==> src/rtl/cmp16_bridge_pkg.sv <==
package cmp16_bridge_pkg;
  typedef enum logic [1:0] {
    SEL_NONE = 2'd0,
    SEL_LO   = 2'd1,
    SEL_HI   = 2'd2
  } byte_sel_e;

  function automatic logic [15:0] join_bytes(input logic [7:0] hi, input logic [7:0] lo);
    return {hi, lo};
  endfunction
endpackage

==> src/rtl/cmp16_addr_decode.sv <==
module cmp16_addr_decode
  import cmp16_bridge_pkg::*;
#(
  parameter int ADDR_W  = 6,
  parameter logic [ADDR_W-1:0] LO_ADDR = 6'h26,
  parameter logic [ADDR_W-1:0] HI_ADDR = 6'h27
) (
  input  logic [ADDR_W-1:0] addr,
  output byte_sel_e         sel
);
  always_comb begin
    if (addr == HI_ADDR)      sel = SEL_HI;
    else if (addr == LO_ADDR) sel = SEL_LO;
    else                      sel = SEL_NONE;
  end
endmodule

==> src/rtl/cmp16_temp_byte.sv <==
module cmp16_temp_byte #(
  parameter int DATA_W = 8
) (
  input  logic              clk,
  input  logic              rst_n,
  input  logic              load,
  input  logic [DATA_W-1:0] din,
  output logic [DATA_W-1:0] q
);
  always_ff @(posedge clk) begin
    if (!rst_n)    q <= '0;
    else if (load) q <= din;
  end

  p_temp_load_r2: assert property (@(posedge clk) disable iff (!rst_n)
    load |=> q == $past(din));
  p_temp_hold_r8: assert property (@(posedge clk) disable iff (!rst_n)
    !load |=> $stable(q));
endmodule

==> src/rtl/cmp16_read_mux.sv <==
module cmp16_read_mux
  import cmp16_bridge_pkg::*;
#(
  parameter int DATA_W = 8,
  localparam int REG_W = 2 * DATA_W
) (
  input  logic              rd,
  input  byte_sel_e         sel,
  input  logic              dbuf_en,
  input  logic [REG_W-1:0]  buf_q,
  input  logic [REG_W-1:0]  act_q,
  output logic [DATA_W-1:0] rdata
);
  logic [REG_W-1:0] visible;
  assign visible = dbuf_en ? buf_q : act_q;

  always_comb begin
    rdata = '0;
    if (rd) begin
      case (sel)
        SEL_HI:  rdata = visible[REG_W-1:DATA_W];
        SEL_LO:  rdata = visible[DATA_W-1:0];
        default: rdata = '0;
      endcase
    end
  end
endmodule

==> src/rtl/cmp16_byte_bridge.sv <==
module cmp16_byte_bridge
  import cmp16_bridge_pkg::*;
#(
  parameter int ADDR_W = 6,
  parameter logic [ADDR_W-1:0] LO_ADDR = 6'h26,
  parameter logic [ADDR_W-1:0] HI_ADDR = 6'h27
) (
  input  logic              clk,
  input  logic              rst_n,
  input  logic              bus_wr,
  input  logic              bus_rd,
  input  logic [ADDR_W-1:0] bus_addr,
  input  logic [7:0]        bus_wdata,
  output logic [7:0]        bus_rdata,
  input  logic              dbuf_en,
  input  logic [15:0]       cmp_buf_q,
  input  logic [15:0]       cmp_act_q,
  output logic              cmp_we_buf,
  output logic              cmp_we_act,
  output logic [15:0]       cmp_wdata
);
  byte_sel_e  sel;
  logic       hi_wr_ev;
  logic       lo_wr_ev;
  logic [7:0] temp_q;

  cmp16_addr_decode #(.ADDR_W(ADDR_W), .LO_ADDR(LO_ADDR), .HI_ADDR(HI_ADDR)) u_dec (
    .addr(bus_addr), .sel(sel));

  assign hi_wr_ev = bus_wr && (sel == SEL_HI);
  assign lo_wr_ev = bus_wr && (sel == SEL_LO);

  cmp16_temp_byte #(.DATA_W(8)) u_temp (
    .clk(clk), .rst_n(rst_n), .load(hi_wr_ev), .din(bus_wdata), .q(temp_q));

  assign cmp_wdata  = join_bytes(temp_q, bus_wdata);
  assign cmp_we_buf = lo_wr_ev && dbuf_en;
  assign cmp_we_act = lo_wr_ev && !dbuf_en;

  cmp16_read_mux #(.DATA_W(8)) u_rd (
    .rd(bus_rd), .sel(sel), .dbuf_en(dbuf_en),
    .buf_q(cmp_buf_q), .act_q(cmp_act_q), .rdata(bus_rdata));

  p_hi_no_strobe_r2: assert property (@(posedge clk) disable iff (!rst_n)
    hi_wr_ev |-> !(cmp_we_buf || cmp_we_act));
  p_one_target_r9: assert property (@(posedge clk) disable iff (!rst_n)
    $onehot0({cmp_we_buf, cmp_we_act}));
  p_commit_upper_r3: assert property (@(posedge clk) disable iff (!rst_n)
    (cmp_we_buf || cmp_we_act) |-> cmp_wdata[15:8] == temp_q);
  p_read_no_effect_r7: assert property (@(posedge clk) disable iff (!rst_n)
    (bus_rd && !bus_wr) |=> $stable(temp_q));
endmodule

==> config.mk <==
export PLATFORM = sky130hd
export DESIGN_NAME = cmp16_byte_bridge
export DESIGN_NICKNAME = d
export VERILOG_FILES = /design/src/rtl/cmp16_bridge_pkg.sv /design/src/rtl/cmp16_addr_decode.sv /design/src/rtl/cmp16_temp_byte.sv /design/src/rtl/cmp16_read_mux.sv /design/src/rtl/cmp16_byte_bridge.sv
export SDC_FILE = /design/constraint.sdc
export NUM_CORES = 1
export LEC_CHECK = 0
export ABC_CLOCK_PERIOD_IN_PS = 2800
export CAP_MARGIN = 20
export CORE_MARGIN = 4
export CORE_UTILIZATION = 29
export DETAILED_ROUTE_END_ITERATION = 8
export PLACE_DENSITY_LB_ADDON = 0.05
export SLEW_MARGIN = 20
export SYNTH_ARGS = -nofsm -noshare
export SYNTH_HDL_FRONTEND = slang
export SYNTH_SLANG_ARGS = --single-unit
==> constraint.sdc <==
create_clock -name clk -period 2.8 [get_ports clk]
set_input_delay 0.84 -clock clk [delete_from_list [all_inputs] [get_ports clk]]
set_output_delay 0.84 -clock clk [all_outputs]
set_load 0.05 [all_outputs]
-- Word-level counts from Yosys, hierarchy flattened
Cells that the tools add are included.
- output and inout port bits: 26
- bits in registers: 8
- logic and storage cells: 15
- bits of input ports: 51
- muxes and demuxes: 5
- equality and inequality tests: 4
- reductions and logical operators: 5
- operators by type and width (cell ; count):
    16-bit 2-to-1 mux ; 1
    8-bit case mux with 2 select lines ; 1
    6-bit equality test, second input constant ; 2
    8-bit 2-to-1 mux ; 1
    1-bit logical AND ; 4
    2-bit by 1-bit equality test with 1-bit output, second input constant ; 1
    2-bit equality test, second input constant ; 1
    2-bit 2-to-1 mux ; 1
    1-bit logical NOT ; 1
    1-bit 2-to-1 mux ; 1

-- Depth between registers and ports, before layout
- word-level depth: 6
- gate-level depth with buffers: 4
- gate-level depth less buffers: 3

-- Modules after synthesis
A second synthesis with hierarchy kept.
- cells, all modules: 72
- area, all modules: 713.2 µm²
- modules (own cells, without submodules) (module ; seq. area each (µm²) ; instances ; cells an instance ; area an instance (µm²)):
    cmp16_temp_byte ; 160.2 ; 1 ; 25 ; 301.5
    cmp16_read_mux ; 0.0 ; 1 ; 32 ; 289.0
    cmp16_byte_bridge ; 0.0 ; 1 ; 11 ; 91.3
    cmp16_addr_decode ; 0.0 ; 1 ; 4 ; 31.3

-- Least setup slack after synthesis
Ideal clock, no wire load.
- path type: in2out
- start: input port bus_addr[4]
- end: output port cmp_we_buf
- arrival time: 2.399 ns
- path buffers: 0
- required time: 1.960 ns
- setup slack: -0.439 ns
- cell stages on the path: 3
- cell sequence: and4bb_1 > nand3_1 > nor3b_1
- longest elaborated chain between the ends: 6
- elaborated cells on any way between the ends: 7
- those cells by class: 3 x eq/ne; 2 x mux; 2 x reduce/logical
- ends and longest elaborated chain (item ; line ; text):
    from (decl) ; cmp16_byte_bridge.sv:12 ; input logic [ADDR_W-1:0] bus_addr,
    6-bit equality test ; cmp16_addr_decode.sv:13 ; else if (addr == LO_ADDR) sel = SEL_LO;
    1-bit 2-to-1 mux ; cmp16_addr_decode.sv:13 ;
    2-bit 2-to-1 mux * ; cmp16_addr_decode.sv:12 ; if (addr == HI_ADDR) sel = SEL_HI;
    2-bit by 1-bit equality test with 1-bit output * ; cmp16_byte_bridge.sv:31 ; assign lo_wr_ev = bus_wr && (sel == SEL_LO);
    1-bit logical AND * ; cmp16_byte_bridge.sv:31 ;
    1-bit logical AND * ; cmp16_byte_bridge.sv:37 ; assign cmp_we_buf = lo_wr_ev && dbuf_en;
    to (decl) ; cmp16_byte_bridge.sv:18 ; output logic cmp_we_buf,
Mark *: on every way between the ends. The rest lies on a longest branch, timed or not.

-- Worst setup path after layout
- start: input port bus_addr[4]
- end: output port bus_rdata[5]
- longest elaborated chain between the ends: 6
- elaborated cells on any way between the ends: 8
- those cells by class: 4 x eq/ne; 4 x mux
- ends and longest elaborated chain (item ; line ; text):
    6-bit equality test ; cmp16_addr_decode.sv:13 ;
    1-bit 2-to-1 mux ; cmp16_addr_decode.sv:13 ;
    2-bit 2-to-1 mux * ; cmp16_addr_decode.sv:12 ;
    2-bit by 1-bit equality test with 1-bit output or 2-bit equality test (tied branches) ; cmp16_read_mux.sv:20 ; case (sel)
    8-bit case mux with 2 select lines * ; cmp16_read_mux.sv:20 ;
    8-bit 2-to-1 mux * ; cmp16_read_mux.sv:19 ; if (rd) begin
    to (decl) ; cmp16_byte_bridge.sv:14 ; output logic [7:0] bus_rdata,
Marked as above.

==> results <==
-- worst reg2reg max path, stage by stage, from the launching register on --
cell	delay (ps)
dfxtp_1	330
nand2_1	60
mux2i_1	140
-- stage by stage --
stage / hold WS, ps / instance area, µm² / std cells / power [mW] / TNS, ps
final: 457 / 1670 / 167 / 0.372 / 0
after global routing: 470 / 1670 / 167 / 0.393 / 0
after CTS: 459 / 1660 / 167 / 0.377 / 0
after detailed placement: 451 / 1530 / 163 / 0.292 / -3130
after global placement: 442 / 1530 / 163 / 0.289 / -2970
after floorplan: 674 / 691 / 67 / 0.191 / -894
-- what timing repair did --
action,in CTS,in global routing
setup endpoints to repair,10,9
resized for setup,76,4
cloned,1,0
pin swaps,3,2
-- cells in the final DEF (no fill, tap or decap), drive strengths merged --
master         netlist  final
mux4                 8      8
nor3                 1      1
dlygate4sd2          0     34
nor2b                8      8
nand3                2      2
nand2               16     16
and4bb               1      1
clkdlybuf4s15        0      2
dfxtp                8      8
mux2i                8      8
and4                 1      1
nor3b                1      1
clkdlybuf4s50        0     19
buf                 11     25
dlymetal6s2s         0      2
clkbuf               2      3
-- routing by layer --
layer / share of wire / track usage / up-vias
met3: 0.10 / 0.0621 / 2
met5: 0 / 0 / -
met4: 0.0049 / 0.0305 / 0
met2: 0.57 / 0.317 / 43
li1: - / - / 376
met1: 0.33 / 0.144 / 362
-- power by group through the flow --
stage          registers (mW)  logic [mW]  clock network, mW
4_1_cts                 0.115       0.172             0.0898
5_1_grt                 0.115       0.181             0.0975
3_5_place_dp            0.117       0.175                  0
3_3_place_gp            0.117       0.172                  0
2_1_floorplan           0.119      0.0719                  0
6_report                0.115       0.172             0.0859
-- logic make-up (layout without fill, tap and decap cells) --
group,count (synthesis),count (layout),share of synthesized area
buffers and inverters,13,85,0.153
AND/OR/NAND/NOR,30,30,0.230
multiplexers,16,16,0.382
flip-flops,8,8,0.235
-- worst max path at each step --
stage	from	to	slack, ps	cells past startpoint
3_3_place_gp	dbuf_en	bus_rdata[7]	-350	5
2_1_floorplan	bus_addr[4]	bus_rdata[0]	-110	3
6_report	bus_addr[4]	bus_rdata[5]	70	6
5_1_grt	bus_addr[4]	bus_rdata[6]	10	6
3_5_place_dp	dbuf_en	bus_rdata[1]	-350	5
4_1_cts	bus_addr[3]	bus_rdata[4]	3	6
-- cell type report --
type                            count  share of cell area
Clock buffer                        3              0.0135
Timing Repair Buffer               82               0.567
Multi-Input combinational cell     46               0.302
Sequential cell                     8              0.0962
Tap cell                           28              0.0210
==> out/metrics.cfg <==
[status]
status = complete, no violations

[synthesis]
ys_seq_elements = 8
synth_fp_nets = 118
syn_area_um2 = 681
synth_top_area_share = 0.265
yosysMostFrequentCell = nand2_1
synthTopCellsByArea = mux4_2 26%, dfxtp_1 24%, mux2i_1 12%
yosysUniqueCellTypes = 15
synth.largest_area_cell = mux4_2
synth_seq_area_share = 0.235
synth_edf_count = 0
avgSynthCellArea_um2 = 10.2
synth_cells = 67
async_flop_share = 0
synth_flop_cell = dfxtp_1
synth_warnings = 0

[clock_network]
htreeDepth = 1
cts_hold_buf = 0
cts_buffers = 3
clkLatencyLatePin_ps = 250
clock-root-buffer = clkbuf_4
cts_num_sinks = 8
cts_setup_buffers = 0
cts_tree = built
clk_pin_slew_ps = 50
clockBufferDepth = 2

[timing]
tightest_slew_ps = 518
finalSetupViolCount = 0
finalCritPeriodShare = 0.975
rsz0062_at_grt = no
max_slew_margin = 0.653
clock_skew_ps = 0
worst_slack_ps = 69.5
final-max-slew-violation-count = 0
fmax_ghz = 0.366
hold_viol = 0
period_minus_slack_ps = 2730

[cells_and_area]
regMostFlops = u_temp.q
regArea_um2 = 160
fillerInstances = 187
multi_input_area_um2 = 503
largest_reg_flops = 8
drive_above_1_share = 0.360
reg.largest.list = u_temp.q (8)
post-route-util = 0.746
antenna_cells = 0
synthToLayoutAreaGrowth_pct = 145
final_nets = 192

[critical_path]
cp-start-kind = input pin
critPathTopFamily = simple AND/OR/NAND/NOR gates
slowest_stage = and4bb_2
required_ps = 1960
r2r-start = u_temp.q[7]
crit_fanout = 8
r2r-end = u_temp.q[7]
rr_worst_depth = 2
critical_path.cell_chain = clkdlybuf4s15_1, and4bb_2, nand3_2, buf_12, nor2b_4, buf_8
worst_ep_arrival_time_ps = 1890
worstSetupPathType = in -> out
critical_path.max_stage_delay_ps = 340
r2r_slack_ps = 2210
worst_setup_path_end_kind = primary output
crit_buf_inv = 3

[place]
place.gp.congestion = 0.669
dp_slack_ps = -355
post-dp-hpwl_um = 1980
port_buffers = 76

[floorplanning]
core-area_um2 = 2230
die_area_um2 = 3190
start_util = 0.305
die_y_um = 56.4
row_count = 17
dieWidth_um = 56.4
ios = 77

[pwr]
peakVddDrop_mv = 0.233
swShare = 0.271
p_leak_nw = 0.720
pwr-share-clk = 0.231
combPwrFrac = 0.461
internal_power_mw = 0.271
power.switching_mw = 0.101
seq_power_share = 0.308
power_density_nw_per_um2 = 224

[route]
num_vias = 783
dr.pass1.iters = 3
drt-total-wl_um = 2450
wl_per_cell_um = 14.7
drtIter0Drc = 10
ant_nets = 0
drcViolationCount = 0
viasPerCell = 4.69

[worst_hold_path]
hold_class = reg -> reg
whs_path_depth = 2
worstHoldStart = u_temp.q[6]
worst_hold_path.endpoint = u_temp.q[6]

[global_routing]
overflow = 0
grt_max_degree = 17
grt_usage = 0.157
grt_antenna_before_repair = 0
grt_pass1_wl_um = 3910
grt_pass1_vias = 854

[run]
cap_violations = 0

(Power assumes the default switching activity.)
